--- config.mk ---
export PLATFORM = sky130hd
export DESIGN_NAME = lcd_boot_seq
export DESIGN_NICKNAME = d
export VERILOG_FILES = /design/src/rtl/lcd_boot_pkg.sv /design/src/rtl/lcd_ms_tick.sv /design/src/rtl/lcd_ms_delay.sv /design/src/rtl/lcd_seq_rom.sv /design/src/rtl/lcd_boot_seq.sv
export SDC_FILE = /design/constraint.sdc
export NUM_CORES = 1
export LEC_CHECK = 0
export ABC_CLOCK_PERIOD_IN_PS = 3100
export CAP_MARGIN = 20
export CORE_MARGIN = 4
export CORE_UTILIZATION = 54
export DETAILED_ROUTE_END_ITERATION = 12
export PLACE_DENSITY = 0.77
export SYNTH_ARGS = -nofsm -noshare
export SYNTH_HDL_FRONTEND = slang
export SYNTH_SLANG_ARGS = --single-unit
--- constraint.sdc ---
create_clock -name clk_i -period 3.1 [get_ports clk_i]
set_clock_uncertainty 0.2 [all_clocks]
set_input_delay 0.775 -clock clk_i [delete_from_list [all_inputs] [get_ports clk_i]]
set_output_delay 0.775 -clock clk_i [all_outputs]
set_load 0.01 [all_outputs]
--- src/rtl/lcd_boot_pkg.sv ---
package lcd_boot_pkg;

  typedef enum logic [1:0] {
    DLY_NONE   = 2'd0,
    DLY_VENDOR = 2'd1,
    DLY_FORMAT = 2'd2,
    DLY_WAKE   = 2'd3
  } dly_e;

  typedef struct packed {
    logic       is_data;
    logic [7:0] val;
    dly_e       dly;
  } seq_ent_t;

  typedef enum logic [1:0] {
    ST_HOLD = 2'd0,
    ST_SEND = 2'd1,
    ST_WAIT = 2'd2,
    ST_DONE = 2'd3
  } st_e;

  localparam int unsigned FIX_N = 17;

  localparam logic [7:0] OP_ORIENT  = 8'h36;
  localparam logic [7:0] OP_COLS    = 8'h2A;
  localparam logic [7:0] OP_ROWS    = 8'h2B;
  localparam logic [7:0] OP_FORMAT  = 8'h3A;
  localparam logic [7:0] OP_WAKE    = 8'h11;
  localparam logic [7:0] OP_DISP_ON = 8'h29;
  localparam logic [7:0] OP_MEM_WR  = 8'h2C;

  function automatic int unsigned max2(int unsigned a, int unsigned b);
    return (a > b) ? a : b;
  endfunction

endpackage

--- src/rtl/lcd_ms_tick.sv ---
module lcd_ms_tick #(
  parameter int unsigned CYC = 50000
) (
  input  logic clk_i,
  input  logic rst_ni,
  input  logic clr_i,
  output logic tick_o
);
  localparam int unsigned PW = (CYC > 1) ? $clog2(CYC) : 1;
  localparam logic [PW-1:0] PMAX = PW'(CYC - 1);

  logic [PW-1:0] pre_q;

  always_ff @(posedge clk_i or negedge rst_ni) begin
    if (!rst_ni)                      pre_q <= '0;
    else if (clr_i || pre_q == PMAX) pre_q <= '0;
    else                              pre_q <= pre_q + 1'b1;
  end

  assign tick_o = (pre_q == PMAX) && !clr_i;

  if (CYC > 1) begin : g_gap_chk
    AST_TICK_GAP: assert property (@(posedge clk_i) disable iff (!rst_ni)
      tick_o |=> !tick_o);
  end

endmodule

--- src/rtl/lcd_ms_delay.sv ---
module lcd_ms_delay #(
  parameter int unsigned    MSW     = 7,
  parameter logic [MSW-1:0] INIT_MS = MSW'(20)
) (
  input  logic           clk_i,
  input  logic           rst_ni,
  input  logic           load_i,
  input  logic [MSW-1:0] ms_i,
  input  logic           tick_i,
  output logic           last_o
);
  logic [MSW-1:0] ms_q;

  always_ff @(posedge clk_i or negedge rst_ni) begin
    if (!rst_ni)                   ms_q <= INIT_MS;
    else if (load_i)               ms_q <= ms_i;
    else if (tick_i && ms_q != '0) ms_q <= ms_q - 1'b1;
  end

  assign last_o = tick_i && !load_i && (ms_q == MSW'(1));

  AST_NO_UNDERFLOW: assert property (@(posedge clk_i) disable iff (!rst_ni)
    (ms_q == '0 && !load_i) |=> ms_q == '0);

  AST_LOAD_NONZERO: assert property (@(posedge clk_i) disable iff (!rst_ni)
    load_i |=> ms_q != '0);

endmodule

--- src/rtl/lcd_seq_rom.sv ---
module lcd_seq_rom
  import lcd_boot_pkg::*;
#(
  parameter int unsigned            VND_N      = 4,
  parameter logic [VND_N*9-1:0]     VENDOR_SEQ = {9'h100, 9'h0B4, 9'h0EF, 9'h0FE},
  parameter logic [7:0]             COLS       = 8'hA0,
  parameter logic [7:0]             ROWS       = 8'h80,
  parameter logic [7:0]             PIX_FMT    = 8'h05,
  parameter int unsigned            IW         = 5
) (
  input  logic [IW-1:0] idx_i,
  input  logic          mirror_x_i,
  output seq_ent_t      ent_o
);

  always_comb begin
    int k;
    k = int'(idx_i);
    ent_o = '{is_data: 1'b0, val: 8'h00, dly: DLY_NONE};
    if (k < int'(VND_N)) begin
      ent_o.is_data = VENDOR_SEQ[k*9+8];
      ent_o.val     = VENDOR_SEQ[k*9 +: 8];
      if (k == int'(VND_N) - 1) ent_o.dly = DLY_VENDOR;
    end else begin
      case (k - int'(VND_N))
        0:  ent_o.val = OP_ORIENT;
        1:  begin ent_o.is_data = 1'b1; ent_o.val = {mirror_x_i, !mirror_x_i, 1'b1, 5'b0}; end
        2:  ent_o.val = OP_COLS;
        3, 4, 5: ent_o.is_data = 1'b1;
        6:  begin ent_o.is_data = 1'b1; ent_o.val = COLS; end
        7:  ent_o.val = OP_ROWS;
        8, 9, 10: ent_o.is_data = 1'b1;
        11: begin ent_o.is_data = 1'b1; ent_o.val = ROWS; end
        12: ent_o.val = OP_FORMAT;
        13: begin ent_o.is_data = 1'b1; ent_o.val = PIX_FMT; ent_o.dly = DLY_FORMAT; end
        14: begin ent_o.val = OP_WAKE; ent_o.dly = DLY_WAKE; end
        15: ent_o.val = OP_DISP_ON;
        16: ent_o.val = OP_MEM_WR;
        default: ;
      endcase
    end
  end

endmodule

--- src/rtl/lcd_boot_seq.sv ---
module lcd_boot_seq
  import lcd_boot_pkg::*;
#(
  parameter int unsigned        CLK_HZ     = 50_000_000,
  parameter int unsigned        RESET_MS   = 20,
  parameter int unsigned        VENDOR_MS  = 20,
  parameter int unsigned        FORMAT_MS  = 10,
  parameter int unsigned        WAKE_MS    = 120,
  parameter int unsigned        VND_N      = 4,
  parameter logic [VND_N*9-1:0] VENDOR_SEQ = {9'h100, 9'h0B4, 9'h0EF, 9'h0FE},
  parameter logic [7:0]         COLS       = 8'hA0,
  parameter logic [7:0]         ROWS       = 8'h80,
  parameter logic [7:0]         PIX_FMT    = 8'h05
) (
  input  logic       clk_i,
  input  logic       rst_ni,
  input  logic       mirror_x_i,
  output logic       panel_rst_no,
  output logic       cs_no,
  output logic       wr_o,
  output logic       dc_o,
  output logic [7:0] data_o,
  output logic       ready_o
);
  localparam int unsigned CYC    = CLK_HZ / 1000;
  localparam int unsigned TOT_N  = VND_N + FIX_N;
  localparam int unsigned IW     = $clog2(TOT_N);
  localparam logic [IW-1:0] LAST = IW'(TOT_N - 1);
  localparam int unsigned MAX_MS = max2(max2(RESET_MS, VENDOR_MS), max2(FORMAT_MS, WAKE_MS));
  localparam int unsigned MSW    = $clog2(MAX_MS + 1);

  st_e            st_q, st_d;
  logic [IW-1:0]  idx_q, idx_d;
  seq_ent_t       ent;
  logic           load;
  logic [MSW-1:0] load_ms;
  logic           tick, last;

  function automatic logic [MSW-1:0] dly_ms(dly_e d);
    case (d)
      DLY_VENDOR: return MSW'(VENDOR_MS);
      DLY_FORMAT: return MSW'(FORMAT_MS);
      DLY_WAKE:   return MSW'(WAKE_MS);
      default:    return '0;
    endcase
  endfunction

  lcd_seq_rom #(
    .VND_N(VND_N), .VENDOR_SEQ(VENDOR_SEQ), .COLS(COLS), .ROWS(ROWS),
    .PIX_FMT(PIX_FMT), .IW(IW)
  ) u_rom (
    .idx_i(idx_q), .mirror_x_i(mirror_x_i), .ent_o(ent)
  );

  lcd_ms_tick #(.CYC(CYC)) u_tick (
    .clk_i(clk_i), .rst_ni(rst_ni), .clr_i(load), .tick_o(tick)
  );

  lcd_ms_delay #(.MSW(MSW), .INIT_MS(MSW'(RESET_MS))) u_delay (
    .clk_i(clk_i), .rst_ni(rst_ni), .load_i(load), .ms_i(load_ms),
    .tick_i(tick), .last_o(last)
  );

  always_comb begin
    st_d    = st_q;
    idx_d   = idx_q;
    load    = 1'b0;
    load_ms = '0;
    wr_o    = 1'b0;
    case (st_q)
      ST_HOLD: if (last) st_d = ST_SEND;
      ST_SEND: begin
        wr_o = 1'b1;
        if (ent.dly != DLY_NONE) begin
          load    = 1'b1;
          load_ms = dly_ms(ent.dly);
          st_d    = ST_WAIT;
        end else if (idx_q == LAST) begin
          st_d = ST_DONE;
        end else begin
          idx_d = idx_q + 1'b1;
        end
      end
      ST_WAIT: if (last) begin
        if (idx_q == LAST) st_d = ST_DONE;
        else begin
          idx_d = idx_q + 1'b1;
          st_d  = ST_SEND;
        end
      end
      default: ;
    endcase
  end

  always_ff @(posedge clk_i or negedge rst_ni) begin
    if (!rst_ni) begin
      st_q  <= ST_HOLD;
      idx_q <= '0;
    end else begin
      st_q  <= st_d;
      idx_q <= idx_d;
    end
  end

  assign panel_rst_no = (st_q != ST_HOLD);
  assign cs_no        = (st_q == ST_HOLD) || (st_q == ST_DONE);
  assign ready_o      = (st_q == ST_DONE);
  assign dc_o         = wr_o && ent.is_data;
  assign data_o       = wr_o ? ent.val : 8'h00;

  AST_CS_IDLE_IN_HOLD: assert property (@(posedge clk_i) disable iff (!rst_ni)
    !panel_rst_no |-> (cs_no && !wr_o && !ready_o));

  AST_RST_RELEASE_STICKY: assert property (@(posedge clk_i) disable iff (!rst_ni)
    panel_rst_no |=> panel_rst_no);

  AST_WR_IN_SELECT: assert property (@(posedge clk_i) disable iff (!rst_ni)
    wr_o |-> !cs_no);

  AST_IDX_RANGE: assert property (@(posedge clk_i) disable iff (!rst_ni)
    idx_q <= LAST);

  AST_READY_STICKY: assert property (@(posedge clk_i) disable iff (!rst_ni)
    ready_o |=> (ready_o && cs_no && !wr_o));

  AST_MIRROR_STRAP: assert property (@(posedge clk_i) disable iff (!rst_ni)
    !ready_o |=> $stable(mirror_x_i));

endmodule

Yosys cells after proc, flatten, opt, wreduce, memory -nomap -nowiden
Memory sizes are Yosys's and may differ from the RTL's. Cells that the tools add are included.

Reduce and logical (&&, ||, !) cells: 20. Equality and inequality tests: 30. Add/subtract/negate cells: 5. Multiply operators: 1. Shift operators: 1. Muxes and demuxes: 27. Order comparisons: 2.

Operators with widths (count): $eq 32x4->1 const B (8); $eq 32x3->1 const B (4); $pmux 8 s11 (1); $eq 32x2->1 const B (2); $shiftx 36x32->8 const A (1); $add 32x5->32 const B (1); $eq 32x1->1 const B (1); $eq 32x5->1 const B (1); $logic_not 32->1 (1); $lt 32x8->1 const B (1); $mux 7 (4); $pmux 7 s3 (1); $add 16x1->16 const B (1); $eq 16x16->1 const B (1); $mux 16 (1); $mux 5 (3); $mux 11 (1); $mux 2 (5); $pmux 5 s2 (1); $reduce_or 10->1 (1); $mul 5x4->9 const B (1); $eq 2x2->1 const B (4); $mux 8 (1); $reduce_bool 2->1 (4); other kinds (21) (36).

Register bits after elaboration: 30. Memories: 1. ROM bits: 64. Word-level logic and storage cells: 91. Input port bits: 3. Output and inout bits: 13.

Memories: (name not given) (depth 64, bits a word 1, rd ports 1, clocked after Yosys merged registers in 0, wr ports 0, RTL line lcd_seq_rom.sv:21) `ent_o.is_data = VENDOR_SEQ[k*9+8];`.

Longest topological paths before layout
Depth in word-level cells: 15. Mapped depth: 10. Depth with buffers taken out: 7.

Cells and area by module
Synthesis repeated with hierarchy kept, for this count alone.

Cells, all modules: 303. Area total of the unflattened synthesis: 2560.0 µm².

By module, submodules not included: lcd_ms_tick (times used 1, cells an instance 82, area each 842.1 µm², sequential area each 400.4 µm²); lcd_seq_rom (times used 1, cells an instance 101, area each 678.2 µm², sequential area each 0.0 µm²); lcd_boot_seq (times used 1, cells an instance 60, area each 548.0 µm², sequential area each 175.2 µm²); lcd_ms_delay (times used 1, cells an instance 60, area each 491.7 µm², sequential area each 177.7 µm²).

Worst setup path after synthesis
No wires, ideal clock.

Kind: reg-to-output. From: reg idx_q[3]. To: out dc_o. Data arrival time: 2366 ps. Setup slack: -241 ps. Stages on the path, launching flop included: 9. Required time: 2125 ps. Buffers on the path: 1. Cell sequence: dfrtp_1 > clkbuf_1 > clkinv_1 > ha_1 > ha_1 > xor2_1 > xnor2_1 > or3_1 > a31oi_1.

Word-level cells in the longest chain between the ends: 7. Elaborated cells between the ends (all ways): 21. Classes of those cells: add/sub: 2; mul: 1; order compare: 1; eq/ne: 10; mux: 4; reduce/logical: 2; memory: 1.

Ends and longest elaborated chain: start: declaration (RTL line lcd_boot_seq.sv:33) `logic [IW-1:0] idx_q, idx_d;`; start signal: assignment (RTL line lcd_boot_seq.sv:101) `idx_q <= idx_d;`; $mul 5x4->9 (RTL line lcd_seq_rom.sv:21); $add 32x5->32 (RTL line lcd_seq_rom.sv:21); $mem_v2 64x1; $mux 1 (implied by the code) (2 in series) (RTL line lcd_seq_rom.sv:21); $mux 11 * (RTL line lcd_seq_rom.sv:20) `if (k < int'(VND_N)) begin`; $logic_and 1x1->1 * (RTL line lcd_boot_seq.sv:108) `assign dc_o = wr_o && ent.is_data;`; end: declaration (RTL line lcd_boot_seq.sv:21) `output logic dc_o,`.

Mark *: on every way between the ends. The rest lies on a longest branch, timed or not. The select of a mux whose other input is x is not followed.

Worst setup path in the final report
From: reg idx_q[1]. To: out dc_o.

The elaborated chain is that of the path after synthesis.

==> metrics.yaml <==
status:
  run_status: "finished with violations"
  violations: "negative setup slack"
timing:
  worstMarginPinSlew_ps: 582
  final_hold_viol_count: 0
  setup_viol: 1
  tns_ps: -178
  timing.hold.ws_ps: 297
  period_needed_ps: 3280
  clock.fmax_mhz: 305
  rsz0062_at_grt: "true"
  relSlewSlack_pct: 61.1
  fin_ws_ps: -178
  slew_violations: 0
  period_share_pct: 106
global_route:
  grt_max_degree: 31
  grt-busiest-layer: "met2"
  antenna_found_initial: 0
  met1_usage_pct: 28.4
  grt_overflow: 0
  grt.total_usage_pct: 21.2
  grt_pass1_vias: 1979
  grt_use_met2_pct: 33.4
  grt_pass1_wl_um: 9000
  grt_use_met3_pct: 4.79
floorplan:
  rows: 23
  die_width_um: 73.8
  core_region_area_mm2: 0.00409
  io_pins: 16
  initial_core_util_pct: 57.3
  die_area_mm2: 0.00545
  die_h_um: 73.8
worst_setup_path:
  path_buf_inv: 1
  critical_path.top_delay_family: "adder cells"
  path_cells: "ha_4, ha_4, ha_4, mux2i_1, o21ai_1, or3_1, a31oi_2, buf_2"
  cp-start-kind: "register"
  slowest_stage: "dfrtp_1"
  critPathArrivalTime_ps: 2300
  worstPathRequired_ps: 2120
  crit_path_frequent_cell: "ha_4"
  cp_max_fo: 3
  crit_path_max_incr_delay_ps: 410
  cp-end-kind: "output pin"
  path_class: "register to output pin"
clocking:
  cts_htree_levels: 2
  cts_buffers: 5
  ctsLongestPathBuffers: 2
  root_buffer: "clkbuf_8"
  cts_tree: "done"
  cts_sinks: 30
  path_clk_slew_ps: 60
  insertion_delay_ps: 290
routing:
  wl_per_cell_um: 15.1
  drtIter0Drc: 146
  antenna_left: 0
  vias: 2081
  routed_wl_um: 5390
  viasPerCell: 5.85
  post-route-drc-count: 0
  dr.pass1.iters: 5
yosys:
  synth_top_area_cell: "dfrtp_1"
  synth_top_family_by_area: "simple AND/OR/NAND/NOR gates"
  synth-async-reset-ratio_pct: 100
  synth_top_area_share_pct: 29.9
  synth-edff-count: 0
  synth.distinct_cells: 55
  ys_seq_area_share_pct: 32.2
  yosys.area_share.adder_pct: 10.2
  yosysWarnings: 0
  synth_cells: 270
  synth_nets: 292
  synth_compound_area_share_pct: 15.8
  synthSimpleGateAreaFrac_pct: 27.2
  synth_area_mm2: 0.00234
  synth_xor_area_share_pct: 7.86
  syn_avg_cell_area_um2: 8.67
  ys_ff_latch: 30
  synth.area.mux_share_pct: 2.78
  synth_area_leaders: "dfrtp_1, ha_1, nor2_1"
  synth_flop_cell: "dfrtp_1"
layout:
  nets: 327
  fill_cells: 342
  regArea_um2: 753
  drive_gt1_share_pct: 23.5
  area_delta_synth_final_pct: 23.6
  multi_input_area_mm2: 0.00163
  fin_area_mm2: 0.00289
  diodes: 0
place:
  pre_cts_ws_ps: -433
  dp.final_hpwl_um: 3860
  place_area_mm2: 0.00267
  io_buffers: 15
  routabilityCongestion: 0.891
power_and_ir_drop:
  power_density_mw_per_mm2: 253
  p_total_w: 0.000732
  pwr-share-clk_pct: 45.0
  p_sw_w: 0.000159
  p_int_w: 0.000573
  pwr-share-comb_pct: 1.5
  pwr-share-seq_pct: 53.5
  peakVddDrop_mv: 0.305
  swShare_pct: 21.7
  p_leak_nw: 1.25
min_path:
  hp-class: "register to register"
job:
  cap_violations: 0
==> cells in the mapped netlist, types with 3 or more instances <==
master	count
nor2b_1	4
nor3b_2	3
o31ai_1	5
o211ai_1	3
and2_1	3
inv_1	12
clkbuf_1	9
dfrtp_1	28
nand2_1	21
o21ai_0	11
nand4_1	3
nand3_1	14
ha_1	19
a21oi_1	19
and3_1	5
xor2_1	9
mux2_1	4
nor3b_1	4
xnor2_1	12
nor2_1	37
==> per-layer routing <==
| layer | share of wire [%] | wire length (um) |
|---|---|---|
| met1 | 45 | 2410 |
| met2 | 49 | 2630 |
| met3 | 4.6 | 246 |
| met4 | 1.9 | 100 |
| met5 | 0 | 0 |
==> cells by family after synthesis <==
family,after synthesis
AO/OA/AOI/OAI,55
buffers and inverters,24
XOR/XNOR,21
multiplexers,6
adder cells (fa/ha/maj),19
AND/OR/NAND/NOR,115
flip-flops,30
==> what timing repair did <==
action	4_1_cts	5_1_grt
pin swaps	0	5
endpoints found under the setup margin	9	9
gates resized for setup	26	32
buffers inserted	1	4
hold buffers	0	0
==> cell usage in the layout, fill, tap and decap left out, types with 6 or more instances in the layout <==
| cell | count |
|---|---|
| xor2_1 | 9 |
| inv_1 | 11 |
| xnor2_1 | 12 |
| nand2_1 | 21 |
| dfrtp_1 | 28 |
| clkdlybuf4s50_1 | 6 |
| buf_4 | 20 |
| nand3_1 | 14 |
| nor2_1 | 36 |
| o21ai_0 | 8 |
| a21oi_1 | 19 |
| ha_4 | 8 |
| clkbuf_8 | 6 |
| ha_1 | 11 |
==> state kept, by name, summed over array words and instances, names as in the netlist <==
| name | flops |
|---|---|
| idx_q | 5 |
| u_delay.ms_q | 7 |
| u_tick.pre_q | 16 |
| st_q | 2 |
==> worst paths after layout <==
path | depth (start not counted) | slack, ps | endpoint | startpoint
max in group asynchronous | 2 | 1710 | u_delay.ms_q[4] | rst_ni
min in group asynchronous | 2 | 680 | u_tick.pre_q[14] | rst_ni
setup reg to reg | 9 | 420 | idx_q[1] | idx_q[4]
hold reg to reg | 1 | 300 | u_tick.pre_q[0] | u_tick.pre_q[0]
hold / removal | 1 | 300 | u_tick.pre_q[0] | u_tick.pre_q[0]
setup / recovery | 8 | -180 | dc_o | idx_q[1]
==> worst register-to-register path, cell delays in order, from the launching register on <==
cell      delay, ps
dfrtp_1         420
buf_6           150
inv_1           110
ha_4            230
buf_4           150
and4bb_2        260
nand3_1         140
nand2_2         180
nor3_2          310
mux2_1          390
==> metrics by stage <==
stage / utilization, % / std cells
global placement: 65.2 / 344
global route: 70.8 / 356
detailed placement: 65.2 / 344
CTS: 69.1 / 353
finish: 70.8 / 356
floorplan: - / 270
==> layout make-up <==
type	instances	share of cell area [%]
sequential	30	26.0
inverter	13	1.73
timing repair buffer	39	10.6
clock inverter	2	0.433
multi-input combinational	216	56.2
tap	50	2.16
clock buffer	6	2.86
==> power by group through the flow <==
stage	registers [W]	logic (W)	clock network (W)
2_1_floorplan	0.000399	0.0000000209	0
5_1_grt	0.000391	0.0000125	0.000358
3_3_place_gp	0.000399	0.0000112	0
3_5_place_dp	0.000399	0.0000113	0
4_1_cts	0.000392	0.0000114	0.000337
6_report	0.000392	0.0000109	0.000329
No activity file was read; power rests on OpenSTA's default activity.
